<file path="src/rtl/gpio_pin_pkg.sv">
package gpio_pin_pkg;
   typedef enum logic [1:0] {
      MODE_OFF  = 2'b00,
      MODE_IN   = 2'b01,
      MODE_DRV0 = 2'b10,
      MODE_DRV1 = 2'b11
   } pin_mode_e;

   typedef enum logic [1:0] {
      TRIG_LVL_LO = 2'b00,
      TRIG_RISE   = 2'b01,
      TRIG_FALL   = 2'b10,
      TRIG_LVL_HI = 2'b11
   } pin_trig_e;
endpackage

</file>
<file path="src/rtl/gpio_sync.sv">
module gpio_sync #(
   parameter int STAGES = 2
) (
   input  logic clk,
   input  logic rst_n,
   input  logic d_async,
   output logic q_sync
);
   if (STAGES < 2) begin : g_bad_depth
      $error("gpio_sync: STAGES must be at least 2");
   end

   logic [STAGES-1:0] chain;

   for (genvar i = 0; i < STAGES; i++) begin : g_stage
      always_ff @(posedge clk or negedge rst_n) begin
         if (!rst_n) begin
            chain[i] <= 1'b0;
         end else begin
            if (i == 0) chain[i] <= d_async;
            else        chain[i] <= chain[(i == 0) ? 0 : i-1];
         end
      end
   end

   assign q_sync = chain[STAGES-1];
endmodule

</file>
<file path="src/rtl/gpio_trig.sv">
module gpio_trig
   import gpio_pin_pkg::*;
(
   input  logic      clk,
   input  logic      rst_n,
   input  logic      arm,
   input  pin_trig_e trig,
   input  logic      lvl,
   output logic      ev
);
   logic prev;

   always_ff @(posedge clk or negedge rst_n) begin
      if (!rst_n) prev <= 1'b0;
      else        prev <= lvl;
   end

   logic hit;
   always_comb begin
      unique case (trig)
         TRIG_LVL_LO: hit = ~lvl;
         TRIG_RISE:   hit = lvl & ~prev;
         TRIG_FALL:   hit = ~lvl & prev;
         TRIG_LVL_HI: hit = lvl;
         default:     hit = 1'b0;
      endcase
   end

   assign ev = arm & hit;
endmodule

</file>
<file path="src/rtl/gpio_stat.sv">
module gpio_stat (
   input  logic clk,
   input  logic rst_n,
   input  logic arm,
   input  logic ev,
   input  logic rd,
   output logic stat
);
   always_ff @(posedge clk or negedge rst_n) begin
      if (!rst_n)    stat <= 1'b0;
      else if (!arm) stat <= 1'b0;
      else if (ev)   stat <= 1'b1;
      else if (rd)   stat <= 1'b0;
   end
endmodule

</file>
<file path="src/rtl/gpio_pin_ctl.sv">
module gpio_pin_ctl
   import gpio_pin_pkg::*;
#(
   parameter int SYNC_STAGES = 2,
   parameter bit ACTIVE_LOW  = 1'b1
) (
   input  logic       clk,
   input  logic       rst_n,
   input  logic [1:0] mode_sel,
   input  logic [1:0] trig_sel,
   input  logic       pad_in,
   input  logic       stat_rd,
   output logic       pad_oe,
   output logic       pad_out,
   output logic       stat_bit,
   output logic       irq_line
);
   pin_mode_e mode;
   pin_trig_e trig;
   logic      in_mode;
   logic      sync_lvl;
   logic      trig_ev;

   assign mode    = pin_mode_e'(mode_sel);
   assign trig    = pin_trig_e'(trig_sel);
   assign in_mode = (mode == MODE_IN);

   gpio_sync #(.STAGES(SYNC_STAGES)) u_sync (
      .clk     (clk),
      .rst_n   (rst_n),
      .d_async (pad_in),
      .q_sync  (sync_lvl)
   );

   gpio_trig u_trig (
      .clk   (clk),
      .rst_n (rst_n),
      .arm   (in_mode),
      .trig  (trig),
      .lvl   (sync_lvl),
      .ev    (trig_ev)
   );

   gpio_stat u_stat (
      .clk   (clk),
      .rst_n (rst_n),
      .arm   (in_mode),
      .ev    (trig_ev),
      .rd    (stat_rd),
      .stat  (stat_bit)
   );

   always_comb begin
      pad_oe  = 1'b0;
      pad_out = 1'b0;
      if (mode == MODE_DRV0 || mode == MODE_DRV1) begin
         pad_oe  = 1'b1;
         pad_out = (mode == MODE_DRV1);
      end
   end

   if (ACTIVE_LOW) begin : g_irq_low
      assign irq_line = ~stat_bit;
   end else begin : g_irq_high
      assign irq_line = stat_bit;
   end
endmodule

</file>
<file path="config.mk">
export PLATFORM = sky130hd
export DESIGN_NAME = gpio_pin_ctl
export DESIGN_NICKNAME = d
export VERILOG_FILES = /design/src/rtl/gpio_pin_pkg.sv /design/src/rtl/gpio_sync.sv /design/src/rtl/gpio_trig.sv /design/src/rtl/gpio_stat.sv /design/src/rtl/gpio_pin_ctl.sv
export SDC_FILE = /design/constraint.sdc
export NUM_CORES = 1
export LEC_CHECK = 0
export ABC_CLOCK_PERIOD_IN_PS = 1000
export CAP_MARGIN = 0
export CORE_AREA = 2 2 39 41
export CTS_CLUSTER_DIAMETER = 80
export DETAILED_ROUTE_END_ITERATION = 10
export DIE_AREA = 0 0 41 43
export GPL_ROUTABILITY_DRIVEN = 0
export HOLD_SLACK_MARGIN = 0.15
export PLACE_DENSITY_LB_ADDON = 0.1
export SYNTH_ARGS = -nofsm -noshare
export SYNTH_HDL_FRONTEND = slang
export SYNTH_SLANG_ARGS = --single-unit
</file>
<file path="constraint.sdc">
create_clock -name clk -period 1 [get_ports clk]
set_input_delay 0.2 -clock clk [delete_from_list [all_inputs] [get_ports clk]]
set_output_delay 0.2 -clock clk [all_outputs]
set_load 0.01 [all_outputs]
</file>
==> run metrics <==
status finished, final reports clean; Distinct cells, synth 10; Crit path required time 1.13 ns; Setup Viol. Count Final 0; fin. max-slew vios 0; Root Buffer clkbuf_4; # port buffers 11; CP Max Fanout 3; MaxCap Viol Count 0; grt total ovfl 0; Worst R2R Setup Slack 0.04 ns; Setup CP Type flip-flop to flip-flop; CP Data Arrival Time 1.10 ns; clock latency on the worst-skew pair 0.23 ns; relative slew slack 0.871; largest net degree at the start of global routing 5; TritonCTS clock tree built; Antenna Cells 0; Via density 3.39; initial drt markers 3; Cell Area, Synth 158 sq um; Final Skew 0.00272 ns; Worst-path clk slew 0.04 ns; HP Class input pin to async pin; dpl ws -0.568 ns; P_sw 0.0000899 W; layout cells sized above 1 0.286; first-pass GRT wire length 614 microns; final net count 38; Post CTS Setup Buffer Count 0; gr usage total 0.0615; final hold viol count 0; core box area 1380 sq um; Synth Area per Inst 10.5 sq um; Synth Warn # 0; Die ar. 1760 sq um; cts hold-fix bufs 0; TritonCTS Sinks 4; post-DR wirelength/cell 8.70 microns; Num CTS Buffers 3; fmax 1.04 GHz; Rows 14; Area Overhead vs Synth 90.5%; Pwr Total 0.000430 W; Clock power frac 0.461; vias in the first global route 158; Yosys reg bits 4; RSZ-0062 raised after global routing true; crit-path max cell delay 0.36 ns; setup_tns 0 ns; syn nets 23; Syn Inst Count 15; switch share 0.209; sequential element share of the synthesized area 0.635; hpwl dp 292 microns; final WL 383 microns; setup ws final 0.0355 ns; Chip Height 43 microns; Logic pwr share 0.132; Internal 0.000340 W; commonest non-fill, non-tap cell in the layout clkdlybuf4s50_1; commonest cells after routing, fill and taps aside clkdlybuf4s50_1, dfrtp_1, clkbuf_4, dlygate4sd2_1; Leakage 0.138 nW; final period utilization 0.965; reg2reg path depth 2; initial antenna violation count 0; initial core utilization 0.114; Tightest Pin Transition 0.194 ns; Die X 41 microns; H-tree Lvls 1; crit-path cells or2b_1, a311oi_2; DR DRC count 0; Via Count 149; fin util 0.217; Startpoint Class flip-flop; fill cell count 150; RR Endpoint u_stat.stat; router iterations before antenna repair 2; Clock Tree Buf Depth 2; Pwr Density 1430 nW/um^2; CP Capture Type flip-flop; slowest CP cell dfrtp_1; Seq pwr share 0.407; io pins 12; min Tclk post-route 0.965 ns; Max VDD drop 0.377 mV; post-route ant nets 0; RR Startpoint u_stat.stat
synth_stat cells (all sizes together):
cell    number  area, sq um
dfrtp        4          100
a311oi       1         8.76
o21ai        1         5.00
nand2b       1         6.26
nor2         1         3.75
and2         1         6.26
clkbuf       1         3.75
or2b         1         7.51
inv          3         11.3
nand3        1         5.00
cells by family (layout without fill, tap and decap cells):
group | Yosys count | in the layout | synth area share
compound gates | 2 | 2 | 0.0873
buf+inv | 4 | 17 | 0.0952
flops | 4 | 4 | 0.635
simple gates | 5 | 5 | 0.183
how the worst max path moves through the flow:
stage | from | endpoint | cells past startpoint
6_report | u_stat.stat | u_stat.stat | 2
3_5_place_dp | mode_sel[1] | pad_out | 3
4_1_cts | u_stat.stat | irq_line | 2
3_3_place_gp | mode_sel[1] | pad_out | 3
5_1_grt | u_stat.stat | u_stat.stat | 2
2_1_floorplan | u_stat.stat | u_stat.stat | 2
worst max-delay path, delay by kind of cell, from the launching register on:
family / cells / cell delay [ns]
DFF: 1 / 0.36
AOI/OAI and AO/OA: 1 / 0.26
and+or+nand+nor: 1 / 0.25
area by class of cell:
class                   count  area, sq um  share of cell area
multi-input cells           7         48.8               0.162
repair buffers             11         97.6               0.325
clock buffers               3         22.5              0.0750
well taps                  16         20.0              0.0667
flip-flops and latches      4          100               0.333
inverters                   3         11.3              0.0375
timing repair:
item / 4_1_cts / 5_1_grt
setup endpoints to repair: 5 / 2
pin swaps: 1 / 1
gates resized for setup: 15 / 4
per-stage QoR:
stage	cell area [sq um]	std cells	hold WS, ns
2_1_floorplan	158	15	-0.0956
5_1_grt	300	44	0.175
3_5_place_dp	284	41	0.339
4_1_cts	288	44	0.168
6_report	300	44	0.169
3_3_place_gp	284	41	0.338
sequential cells by signal, indices dropped and copies added (netlist names):
signal	count
u_stat.stat	1
u_trig.prev	1
u_sync.q_sync	1
u_sync.chain	1
power by group through the flow:
stage | logic, W | registers [W] | clock network [W]
after global routing | 0.0000636 | 0.000176 | 0.000229
after global placement | 0.0000619 | 0.000177 | 0
after detailed placement | 0.0000625 | 0.000177 | 0
after floorplan | 0.0000143 | 0.000177 | 0
final | 0.0000569 | 0.000175 | 0.000198
after CTS | 0.0000532 | 0.000175 | 0.000212
metal layers:
layer  track usage  part of all wire  up-vias  wire, microns
met4        0.0800                 0        0              0
li1              -                 -       72              -
met5             0                 0        -              0
met3        0.0471              0.16        0             62
met2        0.0688              0.46       11            177
met1        0.0586              0.37       66            143
Power figures use the tool's default switching activity.
